$ cat src/rtl/sgi_pkg.sv
package sgi_pkg;

    localparam int SGI_NUM      = 16;
    localparam int SGI_ID_W     = 4;
    localparam int CPU_MAX      = 8;
    localparam int CPU_ID_W     = 3;
    localparam int REG_ADDR_W   = 12;
    localparam int REG_DATA_W   = 32;
    localparam int SGI_PER_WORD = REG_DATA_W / CPU_MAX;
    localparam int PEND_WORDS   = SGI_NUM / SGI_PER_WORD;
    localparam int WORD_IDX_W   = $clog2(PEND_WORDS);

    localparam logic [REG_ADDR_W-1:0] GEN_OFS  = 12'hF00;
    localparam logic [REG_ADDR_W-1:0] CLR_BASE = 12'hF10;
    localparam logic [REG_ADDR_W-1:0] SET_BASE = 12'hF20;
    localparam logic [REG_ADDR_W-1:0] BANK_SPAN = REG_ADDR_W'(4 * PEND_WORDS);

    typedef enum logic [1:0] {
        RT_LIST   = 2'd0,
        RT_OTHERS = 2'd1,
        RT_SELF   = 2'd2,
        RT_RSVD   = 2'd3
    } route_e;

    typedef struct packed {
        route_e                route;
        logic [CPU_MAX-1:0]    mask;
        logic [SGI_ID_W-1:0]   id;
    } gen_cmd_t;

    typedef enum logic [1:0] {
        BK_NONE = 2'd0,
        BK_CLR  = 2'd1,
        BK_SET  = 2'd2
    } bank_e;

    typedef struct packed {
        bank_e                 bank;
        logic [WORD_IDX_W-1:0] word;
    } pend_sel_t;

    function automatic gen_cmd_t decode_gen(input logic [REG_DATA_W-1:0] w);
        gen_cmd_t c;
        c.id    = w[SGI_ID_W-1:0];
        c.mask  = w[16 +: CPU_MAX];
        c.route = route_e'(w[25:24]);
        return c;
    endfunction

    function automatic pend_sel_t decode_pend(input logic [REG_ADDR_W-1:0] a);
        pend_sel_t             s;
        logic [REG_ADDR_W-1:0] off;
        s.bank = BK_NONE;
        s.word = '0;
        off    = '0;
        if (a[1:0] == 2'b00) begin
            if (a >= CLR_BASE && a < CLR_BASE + BANK_SPAN) begin
                s.bank = BK_CLR;
                off    = a - CLR_BASE;
            end else if (a >= SET_BASE && a < SET_BASE + BANK_SPAN) begin
                s.bank = BK_SET;
                off    = a - SET_BASE;
            end
        end
        s.word = off[WORD_IDX_W+1:2];
        return s;
    endfunction

endpackage

$ cat src/rtl/sgi_route.sv
module sgi_route
    import sgi_pkg::*;
#(
    parameter int NUM_CPU = 4
) (
    input  gen_cmd_t              cmd,
    input  logic [CPU_ID_W-1:0]   src,
    output logic [NUM_CPU-1:0]    tgt
);
    always_comb begin
        for (int t = 0; t < NUM_CPU; t++) begin
            unique case (cmd.route)
                RT_LIST:   tgt[t] = cmd.mask[t];
                RT_OTHERS: tgt[t] = (src != CPU_ID_W'(t));
                RT_SELF:   tgt[t] = (src == CPU_ID_W'(t));
                default:   tgt[t] = 1'b0;
            endcase
        end
    end
endmodule

$ cat src/rtl/sgi_pend_bank.sv
module sgi_pend_bank
    import sgi_pkg::*;
#(
    parameter int NUM_CPU = 4
) (
    input  logic                          clk,
    input  logic                          rst,
    input  logic [SGI_NUM*NUM_CPU-1:0]    set_vec,
    input  logic [SGI_NUM*NUM_CPU-1:0]    clr_vec,
    output logic [SGI_NUM*NUM_CPU-1:0]    state,
    output logic [SGI_NUM-1:0]            any
);
    always_ff @(posedge clk) begin
        if (rst) state <= '0;
        else     state <= (state & ~clr_vec) | set_vec;
    end

    for (genvar i = 0; i < SGI_NUM; i++) begin : g_any
        assign any[i] = |state[i*NUM_CPU +: NUM_CPU];
    end


    set_takes_chk: assert property (@(posedge clk) disable iff (rst)
        (set_vec != '0) |=> ((state & $past(set_vec)) == $past(set_vec)));


    clr_takes_chk: assert property (@(posedge clk) disable iff (rst)
        (clr_vec != '0 && set_vec == '0) |=> ((state & $past(clr_vec)) == '0));


    idle_hold_chk: assert property (@(posedge clk) disable iff (rst)
        (set_vec == '0 && clr_vec == '0) |=> $stable(state));
endmodule

$ cat src/rtl/sgi_pend_regs.sv
module sgi_pend_regs
    import sgi_pkg::*;
#(
    parameter int NUM_CPU = 4
) (
    input  logic [REG_ADDR_W-1:0]         acc_addr,
    input  logic                          wr_ok,
    input  logic [REG_DATA_W-1:0]         acc_wdata,
    input  logic [SGI_NUM*NUM_CPU-1:0]    rd_state,
    output logic [SGI_NUM*NUM_CPU-1:0]    wr_set,
    output logic [SGI_NUM*NUM_CPU-1:0]    wr_clr,
    output logic [REG_DATA_W-1:0]         rdata
);
    pend_sel_t                       sel;
    logic [SGI_NUM*NUM_CPU-1:0]      mask;

    assign sel = decode_pend(acc_addr);

    always_comb begin
        mask  = '0;
        rdata = '0;
        for (int i = 0; i < SGI_NUM; i++) begin
            if (i / SGI_PER_WORD == int'(sel.word)) begin
                for (int s = 0; s < NUM_CPU; s++) begin
                    mask[i*NUM_CPU + s] = acc_wdata[(i % SGI_PER_WORD)*CPU_MAX + s];
                    if (sel.bank != BK_NONE)
                        rdata[(i % SGI_PER_WORD)*CPU_MAX + s] = rd_state[i*NUM_CPU + s];
                end
            end
        end
    end

    assign wr_set = (wr_ok && sel.bank == BK_SET) ? mask : '0;
    assign wr_clr = (wr_ok && sel.bank == BK_CLR) ? mask : '0;
endmodule

$ cat src/rtl/sgi_gen.sv
module sgi_gen
    import sgi_pkg::*;
#(
    parameter int NUM_CPU = 4
) (
    input  logic                         clk,
    input  logic                         rst,
    input  logic [2:0]                   acc_cpu,
    input  logic [11:0]                  acc_addr,
    input  logic                         acc_we,
    input  logic [31:0]                  acc_wdata,
    output logic [31:0]                  acc_rdata,
    output logic [SGI_NUM*NUM_CPU-1:0]   sgi_pend
);
    localparam int PW = SGI_NUM * NUM_CPU;

    gen_cmd_t             cmd;
    logic                 cpu_ok;
    logic                 gen_hit;
    logic [NUM_CPU-1:0]   route_tgt;
    logic [NUM_CPU-1:0]   tgt_eff;
    logic [NUM_CPU-1:0]   self_1h;
    logic [PW-1:0]        gen_bits;
    logic [PW-1:0]        rd_state;
    logic [PW-1:0]        reg_set;
    logic [PW-1:0]        reg_clr;
    logic [PW-1:0]        bank_state [NUM_CPU];
    logic [SGI_NUM-1:0]   bank_any   [NUM_CPU];

    assign cmd     = decode_gen(acc_wdata);
    assign cpu_ok  = int'(acc_cpu) < NUM_CPU;
    assign gen_hit = acc_we && cpu_ok && (acc_addr == GEN_OFS);
    assign self_1h = NUM_CPU'(1) << acc_cpu;

    sgi_route #(.NUM_CPU(NUM_CPU)) u_route (
        .cmd (cmd),
        .src (acc_cpu),
        .tgt (route_tgt)
    );

    assign tgt_eff = gen_hit ? route_tgt : '0;

    always_comb begin
        gen_bits = '0;
        for (int i = 0; i < SGI_NUM; i++)
            for (int s = 0; s < NUM_CPU; s++)
                gen_bits[i*NUM_CPU + s] = (cmd.id == SGI_ID_W'(i)) && (acc_cpu == CPU_ID_W'(s));
    end

    always_comb begin
        rd_state = '0;
        for (int t = 0; t < NUM_CPU; t++)
            if (acc_cpu == CPU_ID_W'(t)) rd_state = bank_state[t];
    end

    sgi_pend_regs #(.NUM_CPU(NUM_CPU)) u_regs (
        .acc_addr  (acc_addr),
        .wr_ok     (acc_we && cpu_ok),
        .acc_wdata (acc_wdata),
        .rd_state  (rd_state),
        .wr_set    (reg_set),
        .wr_clr    (reg_clr),
        .rdata     (acc_rdata)
    );

    for (genvar t = 0; t < NUM_CPU; t++) begin : g_bank
        logic          own;
        logic [PW-1:0] set_t;
        logic [PW-1:0] clr_t;
        assign own   = (acc_cpu == CPU_ID_W'(t));
        assign set_t = (tgt_eff[t] ? gen_bits : '0) | (own ? reg_set : '0);
        assign clr_t = own ? reg_clr : '0;

        sgi_pend_bank #(.NUM_CPU(NUM_CPU)) u_bank (
            .clk     (clk),
            .rst     (rst),
            .set_vec (set_t),
            .clr_vec (clr_t),
            .state   (bank_state[t]),
            .any     (bank_any[t])
        );

        assign sgi_pend[t*SGI_NUM +: SGI_NUM] = bank_any[t];
    end


    rsvd_route_chk: assert property (@(posedge clk) disable iff (rst)
        (gen_hit && cmd.route == RT_RSVD) |=> $stable(sgi_pend));


    others_skip_self_chk: assert property (@(posedge clk) disable iff (rst)
        (gen_hit && cmd.route == RT_OTHERS) |-> ((tgt_eff & self_1h) == '0));


    self_only_chk: assert property (@(posedge clk) disable iff (rst)
        (gen_hit && cmd.route == RT_SELF) |-> (tgt_eff == self_1h));


    list_mask_chk: assert property (@(posedge clk) disable iff (rst)
        (gen_hit && cmd.route == RT_LIST) |-> (tgt_eff == acc_wdata[16 +: NUM_CPU]));
endmodule

$ cat config.mk
export PLATFORM = sky130hd
export DESIGN_NAME = sgi_gen
export DESIGN_NICKNAME = d
export VERILOG_FILES = /design/src/rtl/sgi_pkg.sv /design/src/rtl/sgi_route.sv /design/src/rtl/sgi_pend_bank.sv /design/src/rtl/sgi_pend_regs.sv /design/src/rtl/sgi_gen.sv
export SDC_FILE = /design/constraint.sdc
export NUM_CORES = 1
export LEC_CHECK = 0
export ABC_CLOCK_PERIOD_IN_PS = 4400
export BUFFER_PORTS_ARGS = -buffer_cell sky130_fd_sc_hd__buf_4
export CAP_MARGIN = 30
export CORE_ASPECT_RATIO = 0.5
export CORE_MARGIN = 2
export CORE_UTILIZATION = 40
export CTS_BUF_LIST = sky130_fd_sc_hd__clkbuf_4
export CTS_CLUSTER_SIZE = 10
export DETAILED_ROUTE_END_ITERATION = 7
export MAX_ROUTING_LAYER = met4
export PLACE_DENSITY = 0.64
export SLEW_MARGIN = 5
export SYNTH_ARGS = -nofsm -noshare
export SYNTH_HDL_FRONTEND = slang
export SYNTH_SLANG_ARGS = --single-unit
$ cat constraint.sdc
create_clock -name clk -period 4.4 [get_ports clk]
set_input_delay 0 -clock clk [delete_from_list [all_inputs] [get_ports clk]]
set_output_delay 0 -clock clk [all_outputs]
set_load 0.02 [all_outputs]
==> metrics.csv <==
stage,metric,value,unit
cells_and_area,fill count,3746,
cells_and_area,"commonest non-fill, non-tap cell in the layout",dfxtp_1,
sta,Final Hold Fails,0,
detailed_routing,final wirelength,65500,um
sta,setup TNS,0,ns
setup_path,CP Max Fanout,10,
synthesis,yosys warns,0,
clocking,clock slew at the register clock pins of the worst setup and hold paths,0.08,ns
power,Total Power,5.01,mW
status,status,finished clean,
global_routing,GRT Residual Overflow,0,
sta,RSZ-0062 raised after global routing,no,
global_routing,vias in the first global route,15100,
detailed_routing,Antenna Violating Nets Remaining,0,
setup_path,Crit. End Element,output port,
cells_and_area,Largest register FFs,256,
cells_and_area,Biggest register,g_bank.u_bank.state,
synthesis,ys async rst share,0,%
die,Core Region,38600,sq um
cells_and_area,final core utilization,46.1,%
power,Gate power share,8.2,%
setup_path,CP Launch Type,input pin,
power,Pint,3.61,mW
setup_path,Setup crit start,acc_addr[6],
place,DP Area,16600,sq um
sta,Final Skew,0,ns
synthesis,Synth Cell Area,15600,sq um
setup_path,CP arrival,3.37,ns
synthesis,Syn Area/Cell,8.42,sq um
power,Clock power frac,45.6,%
cells_and_area,Largest regs,g_bank.u_bank.state x256,
synthesis,Unique masters post-synth,59,
sta,Achievable Freq,297,MHz
detailed_routing,DRC,0,
die,Ports,146,
die,Initial Util,40.3,%
place,Setup WS pre-CTS,1.77,ns
synthesis,sequential share of the synthesized area,32.9,%
power,Pleak,6.24,nW
detailed_routing,Routed WL per cell,26.3,um
clocking,clock tree root buffer cell,clkbuf_4,
clocking,Max clock buf depth,3,
die,Die Height,143,um
synthesis,"EDFF count, synth",0,
sta,# setup viols final,0,
sta,pins over their slew limit,0,
setup_path,RR Startpoint,g_bank[1].u_bank.state[47],
die,num rows,51,
clocking,H-tree depth,3,
power,Net Switching,1.41,mW
hold_path,Hold/Removal Path Class,in2reg,
hold_path,hold_sp,acc_addr[3],
sta,slew of the pin with the lowest slew margin,0.917,ns
clocking,total CTS buffers,67,
place,Routability Congestion,1.02,
sta,Worst slew margin,38.8,%
die,overall die width,283,um
sta,Tcrit/Tclk final,76.5,%
power,Max VDD drop,138,uV
sta,clock period minus worst slack,3.37,ns
cells_and_area,layout cell share with drive strength beyond 1,18.0,%
power,pwr dens,282,nW/um^2
detailed_routing,average vias per placed instance,6.63,
clocking,post-cts resize count,0,
place,hpwl dp,44200,um
cells_and_area,area of the multi-input gates,9260,sq um
global_routing,initial antenna violation count,2,
synthesis,Synth Instances,1847,
synthesis,Seq cells post-synth,256,
global_routing,largest net degree at the start of global routing,110,
global_routing,overall routing resource usage,32.2,%
cells_and_area,Finished Cell Area,17800,sq um
die,area of the die,40600,sq um
sta,Final Worst Setup Slack,1.03,ns
sta,WHS,0.0637,ns
power,sequential share of power,46.2,%
place,# port buffers,113,
cells_and_area,Post-Layout Cell Count,2488,
clocking,worst skew pair latency,0.79,ns
detailed_routing,Iter 0 DRT Violations,2481,
power,Sw Share,28.1,%
detailed_routing,Pre-Repair DR Iteration Count,6,
place,Cells after DPL,2339,
cells_and_area,Area Growth Syn to Fin,14.4,%
setup_path,critical path data required time,4.40,ns
clocking,CTS tree,done,
setup_path,Setup CP Type,in2out,
clocking,clock sink total,256,
cells_and_area,nets,1961,
synthesis,prevailing post-synth register cell,dfxtp_1,
global_routing,global-route wire length before repair,96800,um
cells_and_area,register area,5120,sq um
job,max cap viols,0,
cells_and_area,most frequent cells in the layout,"dfxtp_1 (256), buf_4 (153), nand2_1 (144), o21ai_0 (144), nor2_1 (143)",
detailed_routing,DR vias,16500,
-- kinds of logic after synthesis --
kind of cell,Yosys count,synth area share [%]
AO/OA/AOI/OAI,590,28.8
multiplexers,85,9.39
other,1,0.0241
flip-flops,256,32.9
buffers and inverters,308,8.09
AND/OR/NAND/NOR,605,20.6
XOR/XNOR,2,0.113
-- layer usage --
| layer | global-route usage (%) | vias up | share of wire [%] |
|---|---|---|---|
| li1 | - | 7227 | - |
| met5 | - | - | 0 |
| met3 | 14.1 | 132 | 16 |
| met1 | 43.9 | 8014 | 41 |
| met4 | 9.52 | 0 | 2.6 |
| met2 | 42.1 | 1128 | 40 |
-- power groups by stage --
stage | sequential [mW] | combinational (mW) | clock (mW)
global route | 2.31 | 0.421 | 2.41
finish | 2.32 | 0.410 | 2.29
detailed placement | 2.37 | 0.367 | 0
CTS | 2.32 | 0.386 | 2.28
floorplan | 2.37 | 0.241 | 0
global placement | 2.37 | 0.366 | 0
-- cell type report --
cell class              count  share of cell area, %
inverters                 101                   2.13
diodes                      3                 0.0422
multi-input cells        1298                   52.0
repair buffers            187                   8.38
well taps                 530                   3.73
clock inverters            15                  0.766
clock buffers              98                   4.13
flip-flops and latches    256                   28.8
-- path summary, 6_finish.rpt --
path	end	slack [ns]	depth (start not counted)
worst max-delay path	acc_rdata[18]	1.03	10
worst min-delay path	g_bank[1].u_bank.state[5]	0.06	6
worst max register to register	g_bank[1].u_bank.state[47]	3.01	5
worst min register to register	g_bank[0].u_bank.state[8]	0.50	2
-- cell usage after synthesis (48+ instances only) --
master,n,area share [%]
a21oi_1,48,1.5
a221o_1,100,6.4
a311oi_1,106,6.0
clkbuf_1,158,3.8
dfxtp_1,256,33
inv_1,101,2.4
nand2_1,144,3.5
nor2_1,144,3.5
nor2b_1,133,5.3
o21ai_0,144,4.6
o221ai_1,129,7.3
or4_1,51,2.5
-- worst max-delay path, stage by stage --
cell	delay, ns
dlygate4sd3_1	0.56
buf_4	0.15
nor4bb_1	0.25
dlygate4sd3_1	0.58
buf_4	0.17
nand2_1	0.27
nor2_4	0.40
o221ai_1	0.29
a311oi_1	0.48
buf_4	0.22
-- what timing repair did --
action | 4_1_cts | 5_1_grt
hold buffers | 32 | 0
hold endpoints to repair | 256 | 0
buffers inserted | 0 | 0
No activity file was read; power rests on OpenSTA's default activity.
